<file path="src/rtl/pio3_pkg.sv">
package pio3_pkg;
  localparam int unsigned DW = 8;
  localparam int unsigned AW = 2;

  typedef enum logic [AW-1:0] {
    REG_PA  = 2'd0,
    REG_PB  = 2'd1,
    REG_PC  = 2'd2,
    REG_CTL = 2'd3
  } reg_sel_e;

  // control word bit positions
  localparam int unsigned CTL_CLO = 0;
  localparam int unsigned CTL_PB  = 1;
  localparam int unsigned CTL_GBM = 2;
  localparam int unsigned CTL_CHI = 3;
  localparam int unsigned CTL_PA  = 4;
  localparam int unsigned CTL_GAL = 5;
  localparam int unsigned CTL_GAH = 6;
  localparam int unsigned CTL_SET = 7;

  localparam logic [DW-1:0] CTL_RESET = 8'h9B;

  typedef struct packed {
    logic pa_in;
    logic pb_in;
    logic chi_in;
    logic clo_in;
  } dir_t;

  function automatic logic ctl_valid(input logic [DW-1:0] w);
    return w[CTL_SET] && !w[CTL_GAH] && !w[CTL_GAL] && !w[CTL_GBM];
  endfunction

  function automatic dir_t ctl_dirs(input logic [DW-1:0] w);
    dir_t d;
    d.pa_in  = w[CTL_PA];
    d.pb_in  = w[CTL_PB];
    d.chi_in = w[CTL_CHI];
    d.clo_in = w[CTL_CLO];
    return d;
  endfunction
endpackage

</file>
<file path="src/rtl/pio3_sync.sv">
module pio3_sync #(
  parameter int unsigned W      = 8,
  parameter int unsigned STAGES = 2
) (
  input  logic         clk_i,
  input  logic         rst_ni,
  input  logic [W-1:0] d_i,
  output logic [W-1:0] q_o
);
  logic [STAGES-1:0][W-1:0] chain_q;

  always_ff @(posedge clk_i or negedge rst_ni) begin
    if (!rst_ni) chain_q <= '0;
    else         chain_q <= {chain_q[STAGES-2:0], d_i};
  end

  assign q_o = chain_q[STAGES-1];
endmodule

</file>
<file path="src/rtl/pio3_ctrl.sv">
module pio3_ctrl
  import pio3_pkg::*;
(
  input  logic          clk_i,
  input  logic          rst_ni,
  input  logic          we_i,
  input  logic [DW-1:0] wdata_i,
  output logic [DW-1:0] ctl_o,
  output dir_t          dir_o,
  output logic          accept_o
);
  logic [DW-1:0] ctl_q;

  assign accept_o = we_i && ctl_valid(wdata_i);

  always_ff @(posedge clk_i or negedge rst_ni) begin
    if (!rst_ni)       ctl_q <= CTL_RESET;
    else if (accept_o) ctl_q <= wdata_i;
  end

  assign ctl_o = ctl_q;
  assign dir_o = ctl_dirs(ctl_q);
endmodule

</file>
<file path="src/rtl/pio3_lane.sv">
module pio3_lane #(
  parameter int unsigned W = 8
) (
  input  logic         clk_i,
  input  logic         rst_ni,
  input  logic         clr_i,
  input  logic         we_i,
  input  logic [W-1:0] wdata_i,
  input  logic         dir_in_i,
  input  logic [W-1:0] pin_i,
  output logic [W-1:0] pin_o,
  output logic [W-1:0] oe_o,
  output logic [W-1:0] rdata_o
);
  logic [W-1:0] latch_q;
  logic [W-1:0] pin_s;

  pio3_sync #(.W(W), .STAGES(2)) i_sync (
    .clk_i (clk_i),
    .rst_ni(rst_ni),
    .d_i   (pin_i),
    .q_o   (pin_s)
  );

  // mode-set clear wins; both never coincide on one offset anyway
  always_ff @(posedge clk_i or negedge rst_ni) begin
    if (!rst_ni)    latch_q <= '0;
    else if (clr_i) latch_q <= '0;
    else if (we_i)  latch_q <= wdata_i;
  end

  assign pin_o   = latch_q;
  assign oe_o    = {W{~dir_in_i}};
  assign rdata_o = dir_in_i ? pin_s : latch_q;
endmodule

</file>
<file path="src/rtl/pio3_port.sv">
module pio3_port
  import pio3_pkg::*;
(
  input  logic          clk_i,
  input  logic          rst_ni,
  input  logic          cs_i,
  input  logic [AW-1:0] addr_i,
  input  logic          rd_i,
  input  logic          wr_i,
  input  logic [DW-1:0] wdata_i,
  output logic [DW-1:0] rdata_o,
  input  logic [DW-1:0] pa_i,
  output logic [DW-1:0] pa_o,
  output logic [DW-1:0] pa_oe_o,
  input  logic [DW-1:0] pb_i,
  output logic [DW-1:0] pb_o,
  output logic [DW-1:0] pb_oe_o,
  input  logic [DW-1:0] pc_i,
  output logic [DW-1:0] pc_o,
  output logic [DW-1:0] pc_oe_o
);
  localparam int unsigned NW = DW / 2;

  logic          wr_hit;
  logic          rd_hit;
  logic          ctl_we;
  logic          cfg_accept;
  logic [DW-1:0] ctl_val;
  dir_t          dir;

  assign wr_hit = cs_i & wr_i;
  assign rd_hit = cs_i & rd_i;
  assign ctl_we = wr_hit && (addr_i == REG_CTL);

  pio3_ctrl i_ctrl (
    .clk_i   (clk_i),
    .rst_ni  (rst_ni),
    .we_i    (ctl_we),
    .wdata_i (wdata_i),
    .ctl_o   (ctl_val),
    .dir_o   (dir),
    .accept_o(cfg_accept)
  );

  // ports A and B: full-byte lanes
  logic [1:0][DW-1:0] ab_pin_i;
  logic [1:0][DW-1:0] ab_pin_o;
  logic [1:0][DW-1:0] ab_oe;
  logic [1:0][DW-1:0] ab_rd;
  logic [1:0]         ab_dir;

  assign ab_pin_i = {pb_i, pa_i};
  assign ab_dir   = {dir.pb_in, dir.pa_in};

  for (genvar g = 0; g < 2; g++) begin : g_ab
    pio3_lane #(.W(DW)) i_lane (
      .clk_i   (clk_i),
      .rst_ni  (rst_ni),
      .clr_i   (cfg_accept),
      .we_i    (wr_hit && (addr_i == AW'(g))),
      .wdata_i (wdata_i),
      .dir_in_i(ab_dir[g]),
      .pin_i   (ab_pin_i[g]),
      .pin_o   (ab_pin_o[g]),
      .oe_o    (ab_oe[g]),
      .rdata_o (ab_rd[g])
    );
  end

  assign pa_o    = ab_pin_o[0];
  assign pb_o    = ab_pin_o[1];
  assign pa_oe_o = ab_oe[0];
  assign pb_oe_o = ab_oe[1];

  // port C: two independently directed nibbles sharing one offset
  logic [1:0] c_dir;
  logic [DW-1:0] c_rd;

  assign c_dir = {dir.chi_in, dir.clo_in};

  for (genvar n = 0; n < 2; n++) begin : g_c
    pio3_lane #(.W(NW)) i_lane (
      .clk_i   (clk_i),
      .rst_ni  (rst_ni),
      .clr_i   (cfg_accept),
      .we_i    (wr_hit && (addr_i == REG_PC)),
      .wdata_i (wdata_i[n*NW +: NW]),
      .dir_in_i(c_dir[n]),
      .pin_i   (pc_i[n*NW +: NW]),
      .pin_o   (pc_o[n*NW +: NW]),
      .oe_o    (pc_oe_o[n*NW +: NW]),
      .rdata_o (c_rd[n*NW +: NW])
    );
  end

  always_comb begin
    rdata_o = '0;
    if (rd_hit) begin
      unique case (reg_sel_e'(addr_i))
        REG_PA:  rdata_o = ab_rd[0];
        REG_PB:  rdata_o = ab_rd[1];
        REG_PC:  rdata_o = c_rd;
        REG_CTL: rdata_o = ctl_val;
        default: rdata_o = '0;
      endcase
    end
  end
endmodule

</file>
<file path="config.mk">
export PLATFORM = sky130hd
export DESIGN_NAME = pio3_port
export DESIGN_NICKNAME = d
export VERILOG_FILES = /design/src/rtl/pio3_pkg.sv /design/src/rtl/pio3_sync.sv /design/src/rtl/pio3_ctrl.sv /design/src/rtl/pio3_lane.sv /design/src/rtl/pio3_port.sv
export SDC_FILE = /design/constraint.sdc
export NUM_CORES = 1
export LEC_CHECK = 0
export BUFFER_PORTS_ARGS = -buffer_cell sky130_fd_sc_hd__buf_4
export CAP_MARGIN = 5
export CORE_UTILIZATION = 45
export CTS_CLUSTER_DIAMETER = 50
export DETAILED_ROUTE_END_ITERATION = 8
export PLACE_DENSITY = 0.67
export RECOVER_POWER = 50
export SYNTH_ARGS = -nofsm -noshare
export SYNTH_HDL_FRONTEND = slang
export SYNTH_SLANG_ARGS = --single-unit
</file>
<file path="constraint.sdc">
create_clock -name clk_i -period 1.83 [get_ports clk_i]
set_input_delay 0 -clock clk_i [delete_from_list [all_inputs] [get_ports clk_i]]
set_output_delay 0 -clock clk_i [all_outputs]
set_load 0.02 [all_outputs]
</file>
==> results by group, run 1 <==
Global route
  • First-pass GRT wire length: about 12,000 um
  • Total track usage: 0.2177
  • Initial antenna violation count: 0
  • Largest net degree at the start of global routing: 81
  • Vias in the first global route: 2,376
  • Grt total ovfl: 0

Route
  • Post-route ant nets: 0
  • Routed wire length: approximately 7400 um
  • Vias per std cell: 4.935
  • Iteration-0 DRC Markers: between 150 and 200
  • Initial DRT Pass Iterations: 4
  • # DRC: 0
  • Vias: 2,364
  • Wire per inst: roughly 15 um

Floorplan
  • Rows: 30
  • Io pins: 95
  • CORE AREA: a little under 7000 um2
  • Area of the die: around 7400 um2
  • Die width: around 86 um
  • Die height: ~86 um
  • Initial Util: 0.4663

Critical path
  • CP Launch Type: flip-flop
  • WP data required: 1.83 ns
  • WS Path Type: flip-flop to output pin
  • CP max FO: 6
  • WP data arrival: approximately 1.8 ns
  • CP Capture Type: output pin

Timing
  • FMAX: between 500 and 600 MHz
  • RSZ-0062 raised after global routing: yes
  • Final worst slack: -0.002192 ns
  • Final Hold Viols: 0
  • Endpoints failing setup: 1
  • Period utilization: 1.001
  • Fin crit period: 1.832 ns
  • Final Skew: 0.01050 ns
  • Fin. max-slew vios: 0
  • Worst slew pin tran: about 1.1 ns
  • Slew headroom: 0.2950

Final layout
  • Filler cell count: 510
  • Sequential cell area: 2008 um2
  • Final-stage net count: around 420
  • Multi-input gate area: ~950 um2
  • Antenna diodes: 0
  • Area Growth Syn to Fin: 42.06%
  • Layout cell share with drive strength beyond 1: 0.4178

Synth
  • Cells after Synth: roughly 270
  • Count leader, synth: dfrtp_1
  • Async SR Flop Fraction: 1.000
  • Commonest cells in the netlist: 75 x dfrtp_1, 51 x nand2_1, 25 x mux2_2
  • Post-synth EDFFs: 0
  • Top-area cell type share of the netlist area: 0.5924
  • Synth Flop Type: dfrtp_1
  • Sequential area share after synthesis: 0.6339
  • Mapped cell area: roughly 3200 um2
  • Yosys cell types: 29
  • Syn_nets: 305
  • Yosys warnings: 0
  • Synth top area cells: dfrtp_1 59%, mux2_2 8.9%, nand2_1 6.0%
  • Area leader, netlist: dfrtp_1
  • Synthesized area per cell: around 12 um2
  • FF+latch count, synth: 80

Placed design
  • HPWL Detailed: slightly below 5000 um
  • Routability cong.: 0.8100
  • IO Port Bufs: 94
  • Pre-CTS setup slack: 0.2173 ns

Clock network
  • Maximum clock path buffer count: 2
  • Htree depth: 3
  • Clk root buf: clkbuf_8
  • CTS tree: done
  • CTS clk-pin slew, worst paths: about 0.080 ns
  • Total CTS buffers: 9
  • Clock latency at the later pin of the worst-skew pair: 0.35 ns
  • Sink Count: 80

Worst hold path
  • Hold WC Path Type: input pin to flip-flop

Status
  • Failing checks: setup timing
  • Outcome: finished with violations

Power and ir drop
  • Pwr Total: ~4.6 mW
  • Power Density: around 1000 nW/um2
  • LEAKAGE: just over 2 nW
  • Internal cell power: between 3 and 4 mW
  • Reg power frac: 0.446
  • Clock power share: 0.342
  • Combinational share of power: 0.212
  • Sw frac: 0.2722
  • Switching power: roughly 1.3 mW
  • Peak supply drop: roughly 570 uV

Run
  • MaxCap Viol Count: 0
[area by class of cell]
| type | instances | area share |
|---|---|---|
| sequential | 80 | 0.4462 |
| timing repair buffer | 138 | 0.2558 |
| multi-input combinational | 143 | 0.2116 |
| clock buffer | 11 | 0.03142 |
| tap | 96 | 0.02669 |
| clock inverter | 5 | 0.02335 |
| inverter | 6 | 0.005004 |
[worst paths after layout]
path | slack, ns | to | cells after the start | from
max | -0.002 | rdata_o[0] | 5 | i_ctrl.ctl_o[1]$_DFFE_PN1P_
min | 0.06 | g_ab[0].i_lane.pin_o[6]$_DFFE_PN0P_ | 4 | addr_i[1]
max reg2reg | 0.88 | i_ctrl.ctl_o[1]$_DFFE_PN1P_ | 2 | i_ctrl.ctl_o[1]$_DFFE_PN1P_
min reg2reg | 0.35 | g_c[1].i_lane.i_sync.q_o[0]$_DFF_PN0_ | 0 | g_c[1].i_lane.i_sync.chain_q[0]$_DFF_PN0_
max in group asynchronous | 0.64 | g_ab[0].i_lane.pin_o[6]$_DFFE_PN0P_ | 3 | rst_ni
min in group asynchronous | 0.49 | g_ab[1].i_lane.i_sync.chain_q[7]$_DFF_PN0_ | 3 | rst_ni
[through the flow]
step	utilization	TNS (ns)	hold WS, ns	cell area (um2)	instances
6_report	0.6624	-0.002192	0.05929	4501	479
5_1_grt	0.6624	-0.4671	0.08067	4501	479
4_1_cts	0.6591	0	0.05015	4478	477
3_5_place_dp	0.5628	0	0.05576	3824	424
3_3_place_gp	0.5628	0	0.05200	3824	424
2_1_floorplan	-	0	-0.2956	3174	266
[cell usage in the layout, fill, tap and decap left out, types with 9 or more instances in the layout]
cell type / n
buf_4: 75
dlygate4sd3_1: 33
clkbuf_4: 26
dfrtp_1: 75
nand2_1: 51
mux2_2: 24
a21oi_1: 15
clkbuf_8: 10
o21ai_0: 9
[kinds of logic after synthesis]
group / count (synthesis) / share of synthesized area
buf+inv: 43 / 0.07859
flops: 80 / 0.6339
compound gates: 40 / 0.07504
mux: 26 / 0.09242
simple gates: 77 / 0.1201
[metal layers]
layer  vias to the layer above  track usage  routed length, um
met5                         -            0                  0
li1                       1098            -                  -
met1                      1187       0.2856               3129
met2                        69       0.3535               3837
met3                        10      0.05967                345
met4                         0      0.06818                 92
[flip-flops by register name, indices dropped and copies added, names as in the netlist]
name / count
g_ab.i_lane.i_sync.chain_q: 16
g_c.i_lane.i_sync.chain_q: 8
g_c.i_lane.pin_o: 8
g_c.i_lane.i_sync.q_o: 8
g_ab.i_lane.i_sync.q_o: 16
i_ctrl.ctl_o: 8
g_ab.i_lane.pin_o: 16
[power by group through the flow]
stage	Sequential [mW]	Combinational, mW	Clock (mW)
after floorplan	2.18	0.414	0
after global placement	2.10	0.871	0
after detailed placement	2.11	0.882	0
after CTS	2.06	0.985	1.60
after global routing	2.09	1.06	1.70
final	2.06	0.978	1.58
[worst max-delay path: stages (launching register included)]
cell	delay, ns
dfstp_2	0.61
buf_4	0.13
mux2_2	0.34
o22ai_2	0.16
nor4b_2	0.07
buf_4	0.16
[repair_timing]
action                                 CTS  global route
pin swaps                                0             2
endpoints found under the hold margin  132             0
setup endpoints to repair                8            18
hold buffers                            33             0
buffers inserted                         4             2
gates resized for setup                  7             2
No activity file was read; power rests on OpenSTA's default activity.
==> run 2, diff against run 1 <==
--- a/config.mk
+++ b/config.mk
@@ -11,7 +11,6 @@
 export CTS_CLUSTER_DIAMETER = 50
 export DETAILED_ROUTE_END_ITERATION = 8
 export PLACE_DENSITY = 0.67
-export RECOVER_POWER = 50
 export SYNTH_ARGS = -nofsm -noshare
 export SYNTH_HDL_FRONTEND = slang
 export SYNTH_SLANG_ARGS = --single-unit
==> run 2 against run 1 <==
Net effect: largest cell class unchanged; register-to-register slack is essentially flat; fmax grew 0.36%; die area is the same; the flow now finishes without violations; global-route usage is the same; clock power is essentially flat; non-clock buffer count is the same; worst hold slack lost 0.0023 ns.
==> results by group, run 2 (synthesis gave the netlist of run 1 again) <==
Route
  • Wire per inst: 15.63 um (was 15.46 um)
  • Vias per std cell: 4.973 (was 4.935)
  • # DRC: 0 (unchanged)
  • Iteration-0 DRC Markers: 177 (was 170)
  • Met3 wire len: 341 um (was 345 um)
  • Routed wl met2: 3861 um (was 3837 um)
  • Routed wire length: 7488 um (was 7404 um)
  • Post-route ant nets: 0 (unchanged)
  • Top Metal Used: met4 (unchanged)
  • DRT met1 WL: 3196 um (was 3129 um)
  • Vias: 2,382 (was 2,364)
  • Initial DRT Pass Iterations: 4 (unchanged)

Timing
  • Worst slew pin tran: 0.5632 ns (was 1.058 ns)
  • RSZ-0062 raised after global routing: yes (unchanged)
  • Final worst slack: 0.004368 ns (was -0.002192 ns)
  • Slew headroom: 0.6194 (was 0.2950)
  • Endpoints failing setup: 0 (was 1)
  • Fin Hold WS: 0.05696 ns (was 0.05929 ns)
  • Period utilization: 0.9976 (was 1.001)
  • FMAX: 547.8 MHz (was 545.8 MHz)
  • Final Hold Viols: 0 (unchanged)
  • Final Skew: 0.01157 ns (was 0.01050 ns)
  • Fin crit period: 1.826 ns (was 1.832 ns)
  • Fin. max-slew vios: 0 (unchanged)

Clock network
  • CTS clk-pin slew, worst paths: 0.08 ns (about the same)
  • Clk root buf: clkbuf_8 (unchanged)
  • CTS tree: done (unchanged)
  • Clock latency at the later pin of the worst-skew pair: 0.35 ns (about the same)
  • Total CTS buffers: 9 (unchanged)
  • Htree depth: 3 (unchanged)
  • Sink Count: 80 (unchanged)
  • Maximum clock path buffer count: 2 (unchanged)

Critical path
  • CP Depth: 5 (unchanged)
  • CP Launch Type: flip-flop (unchanged)
  • R2R cell count: 2 (unchanged)
  • Bufs and invs on worst path: 2 (unchanged)
  • WP data arrival: 1.83 ns (about the same)
  • Worst path most repeated cell: buf_4 (unchanged)
  • WP data required: 1.83 ns (about the same)
  • CP top delay family: flip-flops (unchanged)
  • WS Path Type: flip-flop to output pin (unchanged)
  • Slowest CP cell: dfstp_2 (unchanged)
  • CP Capture Type: output pin (unchanged)
  • Worst path cell trace: buf_4, mux2_2, o22ai_2, nor4b_2, buf_4 (unchanged)
  • CP max FO: 6 (unchanged)
  • Crit path largest cell delay: 0.61 ns (about the same)

Final layout
  • Antenna diodes: 0 (unchanged)
  • Commonest non-fill, non-tap cell in the layout: buf_4
  • Final-stage net count: 417 (unchanged)
  • Area Growth Syn to Fin: 42.46% (was 42.06%)
  • Fin util: 0.6643 (was 0.6624)
  • Most frequent cells in the layout: 100 x buf_4, 75 x dfrtp_1, 51 x nand2_1 (was 75 x dfrtp_1, 75 x buf_4, 51 x nand2_1)
  • Filler cell count: 508 (was 510)
  • Layout cell share with drive strength beyond 1: 0.4178 (unchanged)

Floorplan
  • CORE AREA: 6794 um2 (unchanged)
  • Die width: 85.91 um (unchanged)
  • Io pins: 95 (unchanged)
  • Area of the die: 7380 um2 (unchanged)
  • Die height: 85.91 um (unchanged)
  • Rows: 30 (unchanged)
  • Initial Util: 0.4663 (unchanged)

Placed design
  • Routability cong.: 0.8100 (unchanged)
  • Pre-CTS setup slack: 0.2173 ns (unchanged)
  • HPWL Detailed: 4937 um (unchanged)
  • IO Port Bufs: 94 (unchanged)

Status
  • Outcome: complete, no violations (was finished with violations)

Global route
  • Total track usage: 0.2177 (unchanged)
  • Largest net degree at the start of global routing: 81 (unchanged)
  • First-pass GRT wire length: 12,000 um (unchanged)
  • Grt total ovfl: 0 (unchanged)
  • Initial antenna violation count: 0 (unchanged)
  • Vias in the first global route: 2,376 (unchanged)

Power and ir drop
  • Power Density: 1026 nW/um2 (was 1027 nW/um2)
  • Peak supply drop: 575.6 uV (was 573.4 uV)
  • LEAKAGE: 2.088 nW (was 2.078 nW)

Worst hold path
  • Hold WC Path Type: input pin to flip-flop (unchanged)
  • Worst Hold Path Cells: 4 (unchanged)

Run
  • MaxCap Viol Count: 0 (unchanged)
run 2: cell count changes in the layout (fill, tap and decap cells not counted):
cell and change:
buf_12 +1, buf_4 +25, clkbuf_4 -26
run 2: worst paths after layout:
check | start | to | slack (ns)
hold / removal | addr_i[1] | g_ab[0].i_lane.pin_o[6]$_DFFE_PN0P_ | 0.06
setup reg to reg | i_ctrl.ctl_o[1]$_DFFE_PN1P_ | i_ctrl.ctl_o[1]$_DFFE_PN1P_ | 0.89
setup / recovery | i_ctrl.ctl_o[1]$_DFFE_PN1P_ | rdata_o[0] | 0.004
min in group asynchronous | rst_ni | g_ab[1].i_lane.i_sync.chain_q[7]$_DFF_PN0_ | 0.20
max in group asynchronous | rst_ni | i_ctrl.ctl_o[1]$_DFFE_PN1P_ | 1.26
hold reg to reg | g_c[1].i_lane.i_sync.chain_q[0]$_DFF_PN0_ | g_c[1].i_lane.i_sync.q_o[0]$_DFF_PN0_ | 0.35
run 2: cell type report:
cell class                 instances  area (um2)  share of cell area
inverter                           6       22.52            0.004990
multi-input combinational        143       952.2              0.2110
clock inverter                     5       105.1             0.02329
tap                               96       120.1             0.02661
timing repair buffer             138        1164              0.2578
clock buffer                      11       141.4             0.03133
sequential                        80        2008              0.4450
run 2: worst register-to-register path: cells and delay by family, from the launching register on:
family,cells,cell delay (ns)
buffers and inverters,1,0.14
muxes,1,0.14
DFF,1,0.61
run 2: layer usage:
layer | vias up | global-route usage
met5 | - | 0
met4 | 0 | 0.06818
met3 | 10 | 0.05967
met2 | 70 | 0.3535
met1 | 1204 | 0.2856
li1 | 1098 | -
run 2: what timing repair did:
action | in CTS | in global routing
pin swaps | 0 | 2
endpoints found under the setup margin | 8 | 18
hold endpoints to repair | 132 | 0
hold buffers | 33 | 0
resized for setup | 7 | 2
buffers inserted | 4 | 2
run 2: through the flow:
stage | area, um2 | power, mW | setup TNS [ns] | cells
global route | 4513 | 4.843 | -0.4671 | 479
floorplan | 3174 | 2.590 | 0 | 266
finish | 4513 | 4.629 | 0 | 479
global placement | 3824 | 2.974 | 0 | 424
detailed placement | 3824 | 2.987 | 0 | 424
CTS | 4478 | 4.651 | 0 | 477
run 2: power breakdown:
group	switching (mW)	internal [mW]
clock	0.637	0.944
combinational	0.498	0.488
sequential	0.123	1.94
